[src/rtl/fpa_pkg.sv]
package fpa_pkg;
  localparam int CHAR_W_DEF = 8;
  localparam int FRAC_W_DEF = 27;

  typedef enum logic [1:0] {
    ST_IDLE = 2'd0,
    ST_CALC = 2'd1,
    ST_NORM = 2'd2,
    ST_FIN  = 2'd3
  } fpa_state_e;
endpackage

[src/rtl/fpa_align.sv]
module fpa_align #(
  parameter int CHAR_W = 8,
  parameter int FRAC_W = 27,
  localparam int DBL_W = 2 * FRAC_W
) (
  input  logic              a_sgn,
  input  logic [CHAR_W-1:0] a_chr,
  input  logic [FRAC_W-1:0] a_frc,
  input  logic              b_sgn,
  input  logic [CHAR_W-1:0] b_chr,
  input  logic [FRAC_W-1:0] b_frc,
  output logic              big_sgn,
  output logic [CHAR_W-1:0] big_chr,
  output logic [DBL_W-1:0]  big_x,
  output logic              sml_sgn,
  output logic [DBL_W-1:0]  sml_x,
  output logic              zero_sgn
);
  logic              a_wins;
  logic [CHAR_W-1:0] gap;
  logic [FRAC_W-1:0] sml_frc;

  always_comb begin
    a_wins  = (a_chr >= b_chr);
    big_sgn = a_wins ? a_sgn : b_sgn;
    big_chr = a_wins ? a_chr : b_chr;
    sml_sgn = a_wins ? b_sgn : a_sgn;
    sml_frc = a_wins ? b_frc : a_frc;
    big_x   = {(a_wins ? a_frc : b_frc), {FRAC_W{1'b0}}};
    gap     = a_wins ? (a_chr - b_chr) : (b_chr - a_chr);
    // far-apart operands: the smaller one drops out entirely
    if (int'(gap) >= FRAC_W) sml_x = '0;
    else                     sml_x = {sml_frc, {FRAC_W{1'b0}}} >> gap;
    // zero-result sign follows the smaller characteristic, ties to accumulator
    zero_sgn = (a_chr > b_chr) ? b_sgn : a_sgn;
  end
endmodule

[src/rtl/fpa_magadd.sv]
module fpa_magadd #(
  parameter int DBL_W = 54
) (
  input  logic             x_sgn,
  input  logic [DBL_W-1:0] x,
  input  logic             y_sgn,
  input  logic [DBL_W-1:0] y,
  output logic [DBL_W:0]   res,
  output logic             res_sgn
);
  always_comb begin
    if (x_sgn == y_sgn) begin
      res     = {1'b0, x} + {1'b0, y};
      res_sgn = x_sgn;
    end else if (x >= y) begin
      res     = {1'b0, x - y};
      res_sgn = x_sgn;
    end else begin
      res     = {1'b0, y - x};
      res_sgn = y_sgn;
    end
  end
endmodule

[src/rtl/fpa_unit.sv]
module fpa_unit #(
  parameter int CHAR_W  = fpa_pkg::CHAR_W_DEF,
  parameter int FRAC_W  = fpa_pkg::FRAC_W_DEF,
  localparam int WORD_W = 1 + CHAR_W + FRAC_W,
  localparam int DBL_W  = 2 * FRAC_W,
  localparam int CNT_W  = $clog2(DBL_W + 1)
) (
  input  logic              clk,
  input  logic              rst_n,
  input  logic              start_i,
  input  logic              sub_i,
  input  logic              norm_i,
  input  logic [WORD_W-1:0] ac_i,
  input  logic [WORD_W-1:0] sr_i,
  output logic [WORD_W-1:0] ac_o,
  output logic [WORD_W-1:0] mq_o,
  output logic              done_o
);
  import fpa_pkg::*;

  localparam logic [CHAR_W-1:0] LOW_BIAS = CHAR_W'(FRAC_W);

  fpa_state_e        state_q, state_d;
  logic [WORD_W-1:0] opa_q, opa_d, opb_q, opb_d;
  logic              nrm_q, nrm_d;
  logic [DBL_W-1:0]  frac_q, frac_d;
  logic [CHAR_W-1:0] chr_q, chr_d;
  logic              sgn_q, sgn_d, zsgn_q, zsgn_d, zero_q, zero_d;
  logic [CNT_W-1:0]  cnt_q, cnt_d;
  logic [WORD_W-1:0] ac_q, ac_d, mq_q, mq_d;
  logic              done_q, done_d;
  logic              busy;

  logic              big_sgn, sml_sgn, zero_sgn, sum_sgn;
  logic [CHAR_W-1:0] big_chr;
  logic [DBL_W-1:0]  big_x, sml_x;
  logic [DBL_W:0]    sum;

  fpa_align #(.CHAR_W(CHAR_W), .FRAC_W(FRAC_W)) u_align (
    .a_sgn   (opa_q[WORD_W-1]),
    .a_chr   (opa_q[WORD_W-2:FRAC_W]),
    .a_frc   (opa_q[FRAC_W-1:0]),
    .b_sgn   (opb_q[WORD_W-1]),
    .b_chr   (opb_q[WORD_W-2:FRAC_W]),
    .b_frc   (opb_q[FRAC_W-1:0]),
    .big_sgn (big_sgn),
    .big_chr (big_chr),
    .big_x   (big_x),
    .sml_sgn (sml_sgn),
    .sml_x   (sml_x),
    .zero_sgn(zero_sgn)
  );

  fpa_magadd #(.DBL_W(DBL_W)) u_add (
    .x_sgn  (big_sgn),
    .x      (big_x),
    .y_sgn  (sml_sgn),
    .y      (sml_x),
    .res    (sum),
    .res_sgn(sum_sgn)
  );

  assign busy = (state_q != ST_IDLE);

  always_comb begin
    state_d = state_q;
    opa_d   = opa_q;
    opb_d   = opb_q;
    nrm_d   = nrm_q;
    frac_d  = frac_q;
    chr_d   = chr_q;
    sgn_d   = sgn_q;
    zsgn_d  = zsgn_q;
    zero_d  = zero_q;
    cnt_d   = cnt_q;
    ac_d    = ac_q;
    mq_d    = mq_q;
    done_d  = 1'b0;
    unique case (state_q)
      ST_IDLE: if (start_i) begin
        opa_d   = ac_i;
        opb_d   = {sr_i[WORD_W-1] ^ sub_i, sr_i[WORD_W-2:0]};
        nrm_d   = norm_i;
        state_d = ST_CALC;
      end
      ST_CALC: begin
        if (sum[DBL_W]) begin
          frac_d = sum[DBL_W:1];
          chr_d  = big_chr + 1'b1;
        end else begin
          frac_d = sum[DBL_W-1:0];
          chr_d  = big_chr;
        end
        sgn_d   = sum_sgn;
        zsgn_d  = zero_sgn;
        zero_d  = (sum == '0);
        cnt_d   = '0;
        state_d = (nrm_q && sum != '0) ? ST_NORM : ST_FIN;
      end
      ST_NORM: begin
        if (frac_q[DBL_W-1] || cnt_q == CNT_W'(DBL_W)) begin
          zero_d  = (frac_q == '0);
          state_d = ST_FIN;
        end else begin
          frac_d = {frac_q[DBL_W-2:0], 1'b0};
          chr_d  = chr_q - 1'b1;
          cnt_d  = cnt_q + 1'b1;
        end
      end
      ST_FIN: begin
        if (zero_q) begin
          ac_d = {zsgn_q, {(WORD_W-1){1'b0}}};
          mq_d = {zsgn_q, {(WORD_W-1){1'b0}}};
        end else begin
          ac_d = {sgn_q, chr_q, frac_q[DBL_W-1:FRAC_W]};
          mq_d = {sgn_q, chr_q - LOW_BIAS, frac_q[FRAC_W-1:0]};
        end
        done_d  = 1'b1;
        state_d = ST_IDLE;
      end
      default: state_d = ST_IDLE;
    endcase
  end

  always_ff @(posedge clk or negedge rst_n) begin
    if (!rst_n) begin
      state_q <= ST_IDLE;
      opa_q   <= '0;
      opb_q   <= '0;
      nrm_q   <= 1'b0;
      frac_q  <= '0;
      chr_q   <= '0;
      sgn_q   <= 1'b0;
      zsgn_q  <= 1'b0;
      zero_q  <= 1'b0;
      cnt_q   <= '0;
      ac_q    <= '0;
      mq_q    <= '0;
      done_q  <= 1'b0;
    end else begin
      state_q <= state_d;
      opa_q   <= opa_d;
      opb_q   <= opb_d;
      nrm_q   <= nrm_d;
      frac_q  <= frac_d;
      chr_q   <= chr_d;
      sgn_q   <= sgn_d;
      zsgn_q  <= zsgn_d;
      zero_q  <= zero_d;
      cnt_q   <= cnt_d;
      ac_q    <= ac_d;
      mq_q    <= mq_d;
      done_q  <= done_d;
    end
  end

  assign ac_o   = ac_q;
  assign mq_o   = mq_q;
  assign done_o = done_q;
endmodule

[config.mk]
export PLATFORM = sky130hd
export DESIGN_NAME = fpa_unit
export DESIGN_NICKNAME = d
export VERILOG_FILES = /design/src/rtl/fpa_pkg.sv /design/src/rtl/fpa_align.sv /design/src/rtl/fpa_magadd.sv /design/src/rtl/fpa_unit.sv
export SDC_FILE = /design/constraint.sdc
export NUM_CORES = 1
export LEC_CHECK = 0
export BUFFER_PORTS_ARGS = -buffer_cell sky130_fd_sc_hd__buf_2
export CAP_MARGIN = 20
export CORE_ASPECT_RATIO = 0.7
export CORE_MARGIN = 4
export CORE_UTILIZATION = 30
export DETAILED_ROUTE_END_ITERATION = 7
export PLACE_DENSITY = 0.45
export SETUP_SLACK_MARGIN = 0.15
export SLEW_MARGIN = 20
export SYNTH_ARGS = -nofsm -noshare
export SYNTH_HDL_FRONTEND = slang
export SYNTH_SLANG_ARGS = --single-unit
[constraint.sdc]
create_clock -name clk -period 19.74 [get_ports clk]
set_clock_uncertainty 0.1 [all_clocks]
set_input_delay 3.948 -clock clk [delete_from_list [all_inputs] [get_ports clk]]
set_output_delay 3.948 -clock clk [all_outputs]
set_load 0.05 [all_outputs]
==> results.ini, run 1 <==
[outcome]
outcome = complete, no violations

[worst_setup_path]
rr_worst_depth = 33
rrSetupSlack_ns = 8.31
cp_max_fo = 61
regToRegEndpoint = zero_q
r2r_start = opa_q[27]
cpMostUsedCell = o21a_1
startpoint_type = flop
crit_type = reg2reg
required_ns = 20.13
endpoint_kind = flop
crit_slowest_cell = a311oi_1
critPathMaxStageDelay_ns = 0.90
crit_arrival_ns = 11.81

[cells_and_area]
fin_cells = 3544
layout-drive-gt1-share_pct = 14.89
fill_cells = 7078
synthToLayoutAreaGrowth_pct = 11.36
final_util_pct = 34.04
fin_nets = 2821
antenna_cells = 0

[global_route]
grt_first_pass_wirelength_mm = 125.9
grt.total_usage_pct = 22.25
antenna_found_initial = 2
overflow = 0
grt_max_degree = 111
grt_pass1_vias = 19510

[clocking]
clk_pin_slew_ns = 0.07
cts_num_sinks = 218
post_cts_buffers = 0
cts_tree = done
cts_root_buffer = clkbuf_16
cts.path.max_buffers = 3
htreeDepth = 1
numCtsBuffers = 25
cts_hold_buf = 0
clock_latency_ns = 0.58
cts_resized = 0

[route]
drt_iter0_drc = 2100
vias = 20390
drc = 0
wl_mm = 83.33
wl_per_cell_um = 23.51
final_antenna_net_count = 0
firstDrtPassIters = 7
vias_per_cell = 5.753

[sta]
fin_crit_sh_pct = 57.89
finalCriticalPeriod_ns = 11.43
rsz0062_at_grt = false
finalHoldViolations = 0
maxSlewViolCount = 0
timing.fmax_ghz = 0.08751
fin_ws_ns = 8.313
worst_slew_pin_slew_ns = 1.039
relSlewSlack_pct = 30.35
finalSetupViolations = 0
fin_tns_setup_ns = 0

[synthesis]
syn_area_per_cell_um2 = 7.894
synth-compound-area-share_pct = 26.53
syn_nets = 2786
synth_flop_cell = dfrtp_1
yosysTopAreaCell = dfrtp_1
ys_ff_latch = 218
async_flop_share_pct = 100.0
synth_top_area_share_pct = 26.59
synth_commonest_cells = 249 x nand2_1, 218 x dfrtp_1, 209 x nor2_1, 204 x a21oi_1, 197 x o21ai_0
syn-instance-count = 2599
synth_area_leaders = dfrtp_1 27%, ha_1 6.5%, a21oi_1 5.0%, mux2_2 4.9%, o21ai_0 4.8%
synthAdderAreaFrac_pct = 6.854
synth_top_family_by_area = compound AO/OA/AOI/OAI gates
ys_types = 106
synth-xor-area-share_pct = 2.262
synth.most_common_cell = nand2_1
yosysSeqAreaShare_pct = 26.59
syn-cell-area_um2 = 20520
synth-edff-count = 0
yosys_warnings = 0
yosys.area_share.simple_pct = 21.06
synthMuxAreaShare_pct = 9.379

[floorplanning]
start_util_pct = 30.57
core-area_um2 = 67120
rows = 79
die_area_um2 = 72710
die_h_um = 226.8
ios = 150
die_w_um = 320.6

[placed_design]
port-buffer-count = 149
hpwl_mm = 64.98
placed_cells = 3498
finalWeightedCongestion = 0.9655
post-place-ws_ns = 8.619

[hold_path]
hp-class = reg2reg
min_from = cnt_q[5]
hold_path_end = cnt_q[5]
hold_depth = 1

[flow_run]
maxCapViolations = 0

area by class of cell:
type / count / area, µm² / area share (%)
timing repair buffer: 186 / 1033 / 4.523
multi-input combinational: 2015 / 13650 / 59.73
sequential: 218 / 5455 / 23.88
clock buffer: 40 / 792.0 / 3.466
tap: 891 / 1115 / 4.879
inverter: 188 / 705.7 / 3.089
clock inverter: 6 / 98.84 / 0.4326
sequential cells by signal, indices dropped and copies added, names as in the netlist, 2 cells and up:
name and count:
opb_q 36, chr_q 8, mq_o 35, state_q 2
cnt_q 6, frac_q 54, ac_o 36, opa_q 36
critical path, delay by kind of cell (launching register included):
| kind | cells | cell delay [ns] |
|---|---|---|
| simple gates | 9 | 2.58 |
| buf+inv | 5 | 1.81 |
| compound gates | 17 | 5.58 |
| fa+ha+maj | 2 | 0.79 |
| flops | 1 | 0.40 |
how the worst max path moves through the flow:
stage                     startpoint    endpoint  slack (ns)
final                      opa_q[27]      zero_q        8.31
after global routing       opa_q[27]  frac_q[26]        7.63
after CTS                  opa_q[27]      zero_q        8.55
after detailed placement   opa_q[27]  state_q[0]        8.62
after global placement     opa_q[27]  state_q[0]        8.64
after floorplan            opa_q[27]  frac_q[52]       11.91
metrics by stage:
step / hold slack, ns / cell area, µm²
4_1_cts: 0.4058 / 22840
3_5_place_dp: 0.3961 / 21950
5_1_grt: 0.4332 / 22850
6_report: 0.3948 / 22850
3_3_place_gp: 0.3742 / 21950
2_1_floorplan: 0.3540 / 20520
routing by layer:
metal / vias up / track usage, % / routed length (µm)
met5: - / 0 / 0
met4: 0 / 4.048 / 1526
met3: 80 / 5.630 / 7537
met2: 782 / 32.17 / 33830
met1: 10010 / 33.45 / 40440
li1: 9515 / - / -
layout by cell type, fill, tap and decap left out, types with 24 or more instances in the layout:
| cell type | netlist | layout |
|---|---|---|
| clkbuf_16 | 0 | 25 |
| o21bai_1 | 25 | 25 |
| o21ai_0 | 197 | 197 |
| a21oi_1 | 204 | 204 |
| xnor2_1 | 38 | 37 |
| nand4_1 | 28 | 28 |
| dfrtp_1 | 218 | 218 |
| nor3_1 | 76 | 76 |
| a22oi_1 | 29 | 29 |
| buf_4 | 8 | 37 |
| mux2_2 | 90 | 90 |
| a21o_1 | 29 | 29 |
| inv_1 | 187 | 187 |
| o21a_1 | 27 | 27 |
| or3_1 | 27 | 27 |
| ha_1 | 106 | 103 |
| nor2_1 | 209 | 208 |
| nand2_1 | 249 | 247 |
| nand3_1 | 55 | 55 |
| nand3b_1 | 66 | 66 |
| a211oi_1 | 57 | 57 |
| buf_2 | 22 | 148 |
| mux2i_1 | 64 | 64 |
| o211ai_1 | 24 | 24 |
logic make-up (layout without fill, tap and decap cells):
kind of cell,after synthesis,after routing
mux,166,166
compound gates,818,818
simple gates,867,867
fa+ha+maj,110,110
xor+xnor,53,53
buf+inv,366,420
flops,218,218
other cells,1,1
Power of run 1 is not shown: default switching activity piles up to over one toggle a cycle in this logic, so the estimate is an artifact.
==> run 2: changes to the inputs <==
--- a/config.mk
+++ b/config.mk
@@ -5,13 +5,14 @@
 export SDC_FILE = /design/constraint.sdc
 export NUM_CORES = 1
 export LEC_CHECK = 0
+export ABC_AREA = 1
 export BUFFER_PORTS_ARGS = -buffer_cell sky130_fd_sc_hd__buf_2
 export CAP_MARGIN = 20
 export CORE_ASPECT_RATIO = 0.7
 export CORE_MARGIN = 4
 export CORE_UTILIZATION = 30
 export DETAILED_ROUTE_END_ITERATION = 7
-export PLACE_DENSITY = 0.45
+export PLACE_DENSITY = 0.46
 export SETUP_SLACK_MARGIN = 0.15
 export SLEW_MARGIN = 20
 export SYNTH_ARGS = -nofsm -noshare
==> constraint.sdc (replaced) <==
create_clock -name clk -period 11.9 [get_ports clk]
set_clock_uncertainty 0.1 [all_clocks]
set_input_delay 2.38 -clock clk [delete_from_list [all_inputs] [get_ports clk]]
set_output_delay 2.38 -clock clk [all_outputs]
set_load 0.05 [all_outputs]
==> run 2 against run 1 <==
Via count increased by 6.1%. Final cell count increased by 16%. Die area decreased by 2.5%. Highest routed layer is now met5. Cell area decreased by 3.1%. Synthesized cell count increased by 22%. Global-route usage increased by 1.3 points.
==> results.ini, run 2 <==
[outcome]
outcome = complete, no violations  ; unchanged

[synthesis]
synth.most_common_cell = nand2_1  ; unchanged
async_flop_share_pct = 100.0  ; unchanged
synth_flop_cell = dfrtp_1  ; unchanged
synth_top_area_share_pct = 27.29  ; was 26.59%
synth-xor-area-share_pct = 2.147  ; was 2.262%
synthMuxAreaShare_pct = 0.3255  ; was 9.379%
synth-compound-area-share_pct = 17.99  ; was 26.53%
yosysSeqAreaShare_pct = 27.29  ; was 26.59%
ys_types = 65  ; was 106
syn_nets = 3347  ; was 2786
synth_commonest_cells = 747 x nand2_1, 440 x inv_1, 360 x nand3_1, 288 x nor2_1, 257 x a21oi_1  ; was 249 x nand2_1, 218 x dfrtp_1, 209 x nor2_1, 204 x a21oi_1, 197 x o21ai_0
yosysTopAreaCell = dfrtp_1  ; unchanged
syn-instance-count = 3160  ; was 2599
synth_area_leaders = dfrtp_1 27%, nand2_1 14%, nand3_1 9.0%, inv_1 8.3%, ha_1 6.6%  ; was dfrtp_1 27%, ha_1 6.5%, a21oi_1 5.0%, mux2_2 4.9%, o21ai_0 4.8%
synth_top_family_by_area = simple AND/OR/NAND/NOR gates  ; was compound AO/OA/AOI/OAI gates
yosys_warnings = 0  ; unchanged
syn-cell-area_um2 = 19990  ; was 20520 µm²
ys_ff_latch = 218  ; unchanged
yosys.area_share.simple_pct = 32.73  ; was 21.06%
synth-edff-count = 0  ; unchanged
synthAdderAreaFrac_pct = 7.036  ; was 6.854%
syn_area_per_cell_um2 = 6.325  ; was 7.894 µm²

[clocking]
htreeDepth = 1  ; unchanged
clock_latency_ns = 0.59  ; was 0.58 ns
cts_tree = done  ; unchanged
cts_num_sinks = 218  ; unchanged
cts_resized = 0  ; unchanged
clk_pin_slew_ns = 0.06  ; was 0.07 ns
cts_hold_buf = 0  ; unchanged
cts.path.max_buffers = 3  ; unchanged
post_cts_buffers = 0  ; unchanged
numCtsBuffers = 26  ; was 25
cts_root_buffer = clkbuf_16  ; unchanged

[global_route]
grt.total_usage_pct = 23.50  ; was 22.25%
grt_pass1_vias = 20420  ; was 19510
overflow = 0  ; unchanged
grt_max_degree = 102  ; was 111
antenna_found_initial = 1  ; was 2
grt_first_pass_wirelength_mm = 127.7  ; was 125.9 mm

[sta]
maxSlewViolCount = 0  ; unchanged
finalCriticalPeriod_ns = 9.948  ; was 11.43 ns
worst_slew_pin_slew_ns = 1.303  ; was 1.039 ns
fin_tns_setup_ns = 0  ; unchanged
rsz0062_at_grt = false  ; unchanged
fin_crit_sh_pct = 83.60  ; was 57.89%
finalHoldViolations = 0  ; unchanged
finalSetupViolations = 0  ; unchanged
relSlewSlack_pct = 12.22  ; was 30.35%
timing.fmax_ghz = 0.1005  ; was 0.08751 GHz

[floorplanning]
core-area_um2 = 65390  ; was 67120 µm²
ios = 150  ; unchanged
start_util_pct = 30.57  ; about the same
die_area_um2 = 70880  ; was 72710 µm²
die_w_um = 316.5  ; was 320.6 µm
die_h_um = 224.0  ; was 226.8 µm
rows = 78  ; was 79

[worst_setup_path]
cp_max_fo = 40  ; was 61
worst-path-buf-inv = 10  ; was 5
crit_cells = 40  ; was 33
required_ns = 12.27  ; was 20.13 ns
crit_type = reg2reg  ; unchanged
crit_slowest_cell = o21bai_2  ; was a311oi_1
cpMostUsedCell = inv_1  ; was o21a_1
startpoint_type = flop  ; unchanged
endpoint_kind = flop  ; unchanged
crit_family = compound AO/OA/AOI/OAI gates  ; unchanged
crit_arrival_ns = 10.32  ; was 11.81 ns
rr_worst_depth = 40  ; was 33
critPathMaxStageDelay_ns = 0.85  ; was 0.90 ns

[cells_and_area]
layout_commonest_cell = nand2_1  ; unchanged
final_cell_mix = 746 x nand2_1, 439 x inv_1, 360 x nand3_1  ; was 247 x nand2_1, 218 x dfrtp_1, 208 x nor2_1
layout-drive-gt1-share_pct = 8.925  ; was 14.89%
fin_nets = 3397  ; was 2821
synthToLayoutAreaGrowth_pct = 10.79  ; was 11.36%
largest_reg_flops = 54  ; unchanged
top_register = frac_q  ; unchanged

[route]
wl_per_cell_um = 20.77  ; was 23.51 µm
vias = 21630  ; was 20390
drt_iter0_drc = 2399  ; was 2100
firstDrtPassIters = 5  ; was 7
drc = 0  ; unchanged
wl_mm = 85.36  ; was 83.33 mm
final_antenna_net_count = 0  ; unchanged
vias_per_cell = 5.265  ; was 5.753

[placed_design]
hpwl_mm = 69.43  ; was 64.98 mm
finalWeightedCongestion = 1.077  ; was 0.9655
port-buffer-count = 149  ; unchanged

[flow_run]
maxCapViolations = 0  ; unchanged

[hold_path]
hp-class = reg2reg  ; unchanged
hold_depth = 2  ; was 1

[run 2: worst paths after layout]
path                                    to      start  slack [ns]
worst max-delay path            frac_q[40]  opa_q[27]        1.95
worst min-delay path               ac_o[5]    ac_o[5]        0.38
worst max register to register  frac_q[40]  opa_q[27]        1.95
max in group asynchronous          ac_o[2]      rst_n        7.74
worst min register to register     ac_o[5]    ac_o[5]        0.38
min in group asynchronous         opb_q[0]      rst_n        1.73
[run 2: worst min-delay path, stage by stage, from the launching register on]
cell     delay (ns)
dfrtp_1        0.34
nand2_1        0.05
o21ai_0        0.05
[run 2: kinds of logic (layout without fill, tap and decap cells)]
kind of cell / count (synthesis) / count (layout)
flip-flops: 218 / 218
multiplexers: 6 / 6
buffers and inverters: 617 / 684
XOR/XNOR: 49 / 49
AND/OR/NAND/NOR: 1523 / 1523
adder cells (fa/ha/maj): 110 / 110
other: 1 / 3
AO/OA/AOI/OAI: 636 / 636
[run 2: routing by layer]
metal | vias to the layer above | global-route usage, % | share of wire [%] | routed length [µm]
met5 | - | 0 | 0.015 | 13
li1 | 10400 | - | - | -
met4 | 2 | 3.628 | 1.7 | 1418
met1 | 10350 | 35.95 | 49 | 42040
met2 | 810 | 32.44 | 39 | 33340
met3 | 68 | 7.454 | 10 | 8550
[run 2: cell type report]
type,count,area (µm²)
flip-flops and latches,218,5455
well taps,880,1101
fillers,7343,43240
multi-input cells,2325,12070
repair buffers,179,980.9
clock inverters,5,53.80
clock buffers,40,753.2
diodes,2,5.005
inverters,460,1727
[run 2: per-stage QoR]
step	setup slack (ns)	area, µm²	hold WS (ns)	instances	utilization (%)
5_1_grt	1.152	22140	0.3992	4107	33.86
2_1_floorplan	5.321	19990	0.3439	3160	-
3_5_place_dp	2.267	21330	0.3709	4062	32.62
3_3_place_gp	2.413	21330	0.3637	4062	32.62
6_report	1.952	22140	0.3760	4109	33.87
4_1_cts	2.256	22140	0.3857	4107	33.85
Power of run 2 is left out for the same reason.
==> run 3: changes to the inputs <==
--- a/config.mk
+++ b/config.mk
@@ -12,7 +12,7 @@
 export CORE_MARGIN = 4
 export CORE_UTILIZATION = 30
 export DETAILED_ROUTE_END_ITERATION = 7
-export PLACE_DENSITY = 0.46
+export PLACE_DENSITY = 0.47
 export SETUP_SLACK_MARGIN = 0.15
 export SLEW_MARGIN = 20
 export SYNTH_ARGS = -nofsm -noshare
==> constraint.sdc (replaced) <==
create_clock -name clk -period 8.3 [get_ports clk]
set_clock_uncertainty 0.1 [all_clocks]
set_input_delay 1.66 -clock clk [delete_from_list [all_inputs] [get_ports clk]]
set_output_delay 1.66 -clock clk [all_outputs]
set_load 0.05 [all_outputs]
==> run 3 against run 2 <==
Final cell count rose by 1.2%. Worst setup slack got worse by 1.3 ns. Maximum frequency rose by 30%. Hold slack worse by 0.0015 ns. Die area unchanged. First-iteration DRC count fell by 12%. Sequential share of layout area fell by 0.67 points. Critical path depth rose by 1. Clock-buffer cell count is 6 lower. Via count fell by 1.4%.
==> results.ini, run 3 (synthesized netlist as in run 2, its figures left out) <==
[route]
vias = 21340  ; was 21630
wl_per_cell_um = 19.94  ; was 20.77 µm
final_antenna_net_count = 0  ; unchanged
drc = 0  ; unchanged
drt_iter0_drc = 2110  ; was 2399
firstDrtPassIters = 6  ; was 5
wl_mm = 82.91  ; was 85.36 mm
vias_per_cell = 5.133  ; was 5.265

[cells_and_area]
largest_reg_flops = 54  ; unchanged
ff_latch_area_um2 = 5455  ; unchanged
layout-drive-gt1-share_pct = 11.02  ; was 8.925%
fin_cells = 4157  ; was 4109
fin_nets = 3445  ; was 3397
fill_cells = 7312  ; was 7343
multi_input_area_um2 = 12170  ; was 12070 µm²
layout_commonest_cell = nand2_1  ; unchanged
top_register = frac_q  ; unchanged
final_cell_mix = 746 x nand2_1, 439 x inv_1, 360 x nand3_1  ; unchanged
synthToLayoutAreaGrowth_pct = 13.89  ; was 10.79%

[global_route]
overflow = 0  ; unchanged
grt_pass1_vias = 20000  ; was 20420
antenna_found_initial = 2  ; was 1
grt_max_degree = 139  ; was 102
grt_first_pass_wirelength_mm = 125.0  ; was 127.7 mm
grt.total_usage_pct = 22.83  ; was 23.50%

[flow_run]
maxCapViolations = 0  ; unchanged

[worst_setup_path]
rrSetupSlack_ns = 0.66  ; was 1.95 ns
cp_max_fo = 17  ; was 40
crit_slowest_cell = fa_1  ; was o21bai_2
rr_worst_depth = 41  ; was 40
regToRegEndpoint = state_q[0]  ; was frac_q[40]
critPathMaxStageDelay_ns = 0.43  ; was 0.85 ns
cpMostUsedCell = nand2_1  ; was inv_1
endpoint_kind = flop  ; unchanged
r2r_start = opa_q[27]  ; unchanged
crit_type = reg2reg  ; unchanged
startpoint_type = flop  ; unchanged
crit_arrival_ns = 8.05  ; was 10.32 ns
required_ns = 8.71  ; was 12.27 ns

[hold_path]
min_from = ac_o[34]  ; was ac_o[5]
hp-class = reg2reg  ; unchanged
hold_path_end = ac_o[34]  ; was ac_o[5]
hold_depth = 2  ; unchanged

[clocking]
htreeDepth = 1  ; unchanged
numCtsBuffers = 25  ; was 26
cts_root_buffer = clkbuf_16  ; unchanged
cts_num_sinks = 218  ; unchanged
cts.path.max_buffers = 3  ; unchanged
clk_pin_slew_ns = 0.06  ; about the same
cts_hold_buf = 0  ; unchanged
clock_latency_ns = 0.57  ; was 0.59 ns
cts_tree = done  ; unchanged

[sta]
relSlewSlack_pct = 24.41  ; was 12.22%
worst_slew_pin_slew_ns = 1.122  ; was 1.303 ns
finalSetupViolations = 0  ; unchanged
fin_tns_setup_ns = 0  ; unchanged
timing.fmax_ghz = 0.1309  ; was 0.1005 GHz
finalCriticalPeriod_ns = 7.642  ; was 9.948 ns
finalHoldViolations = 0  ; unchanged
rsz0062_at_grt = false  ; unchanged
maxSlewViolCount = 0  ; unchanged
fin_crit_sh_pct = 92.07  ; was 83.60%

[outcome]
outcome = complete, no violations  ; unchanged

[placed_design]
port-buffer-count = 149  ; unchanged
finalWeightedCongestion = 0.9956  ; was 1.077
placed_cells = 4111  ; was 4062
hpwl_mm = 67.39  ; was 69.43 mm

[floorplanning]
ios = 150  ; unchanged
die_h_um = 224.0  ; unchanged
core-area_um2 = 65390  ; unchanged
die_w_um = 316.5  ; unchanged
die_area_um2 = 70880  ; unchanged
rows = 78  ; unchanged
start_util_pct = 30.57  ; unchanged

[run 3: changes by cell type in the layout (fill, tap and decap cells not counted), moves of 3 or more]
cell / previous run / this run
nor3_1: 27 / 22
a21oi_1: 257 / 253
clkbuf_1: 9 / 4
buf_4: 30 / 68
nor3_2: 0 / 3
a21oi_2: 1 / 5
clkinv_2: 3 / 8
buf_12: 0 / 10
nor2_2: 7 / 11
nor2_1: 287 / 282
[run 3: layer usage]
layer	part of all wire, %	wire length (µm)	vias to the layer above	global-route usage (%)
met2	39	32470	754	31.83
met3	9.9	8211	77	6.871
met5	0.18	147	-	1.337
met4	1.6	1365	4	3.452
li1	-	-	10520	-
met1	49	40710	9980	34.79
[run 3: what timing repair did]
item | 4_1_cts | 5_1_grt
endpoints found under the hold margin | 0 | 0
buffers inserted | 0 | 0
gates resized for setup | 0 | 31
setup endpoints to repair | 0 | 64
[run 3: worst max-delay path by stage]
stage	slack, ns	depth (start not counted)	endpoint	from
after floorplan	1.72	44	frac_q[9]	opa_q[27]
after global placement	0.32	45	chr_q[6]	opa_q[27]
after global routing	0.13	44	zero_q	opa_q[27]
after CTS	0.23	45	chr_q[6]	opa_q[27]
final	0.66	41	state_q[0]	opa_q[27]
after detailed placement	0.25	45	chr_q[6]	opa_q[27]
[run 3: critical path, delay by kind of cell (launching register included)]
family / cells / cell delay (ns)
simple gates: 20 / 2.59
buf+inv: 11 / 1.97
compound gates: 7 / 1.64
fa+ha+maj: 3 / 0.87
flops: 1 / 0.37
[run 3: metrics by stage]
step                area [µm²]  hold WS [ns]  utilization, %  setup slack [ns]
floorplan                19990        0.3439               -             1.721
CTS                      22650        0.3819           34.64            0.2338
global route             22760        0.3977           34.81            0.1288
finish                   22760        0.3745           34.81            0.6583
detailed placement       21820        0.3654           33.37            0.2518
global placement         21820        0.3647           33.37            0.3244
[run 3: cell type report]
cell class	count	share of cell area, %
Tap cell	880	4.837
Clock inverter	11	0.5277
Multi-Input combinational cell	2325	53.47
Sequential cell	218	23.97
Inverter	460	7.585
Clock buffer	34	3.117
Antenna cell	1	0.01099
Timing Repair Buffer	228	6.492
Power of run 3 is left out for the same reason.
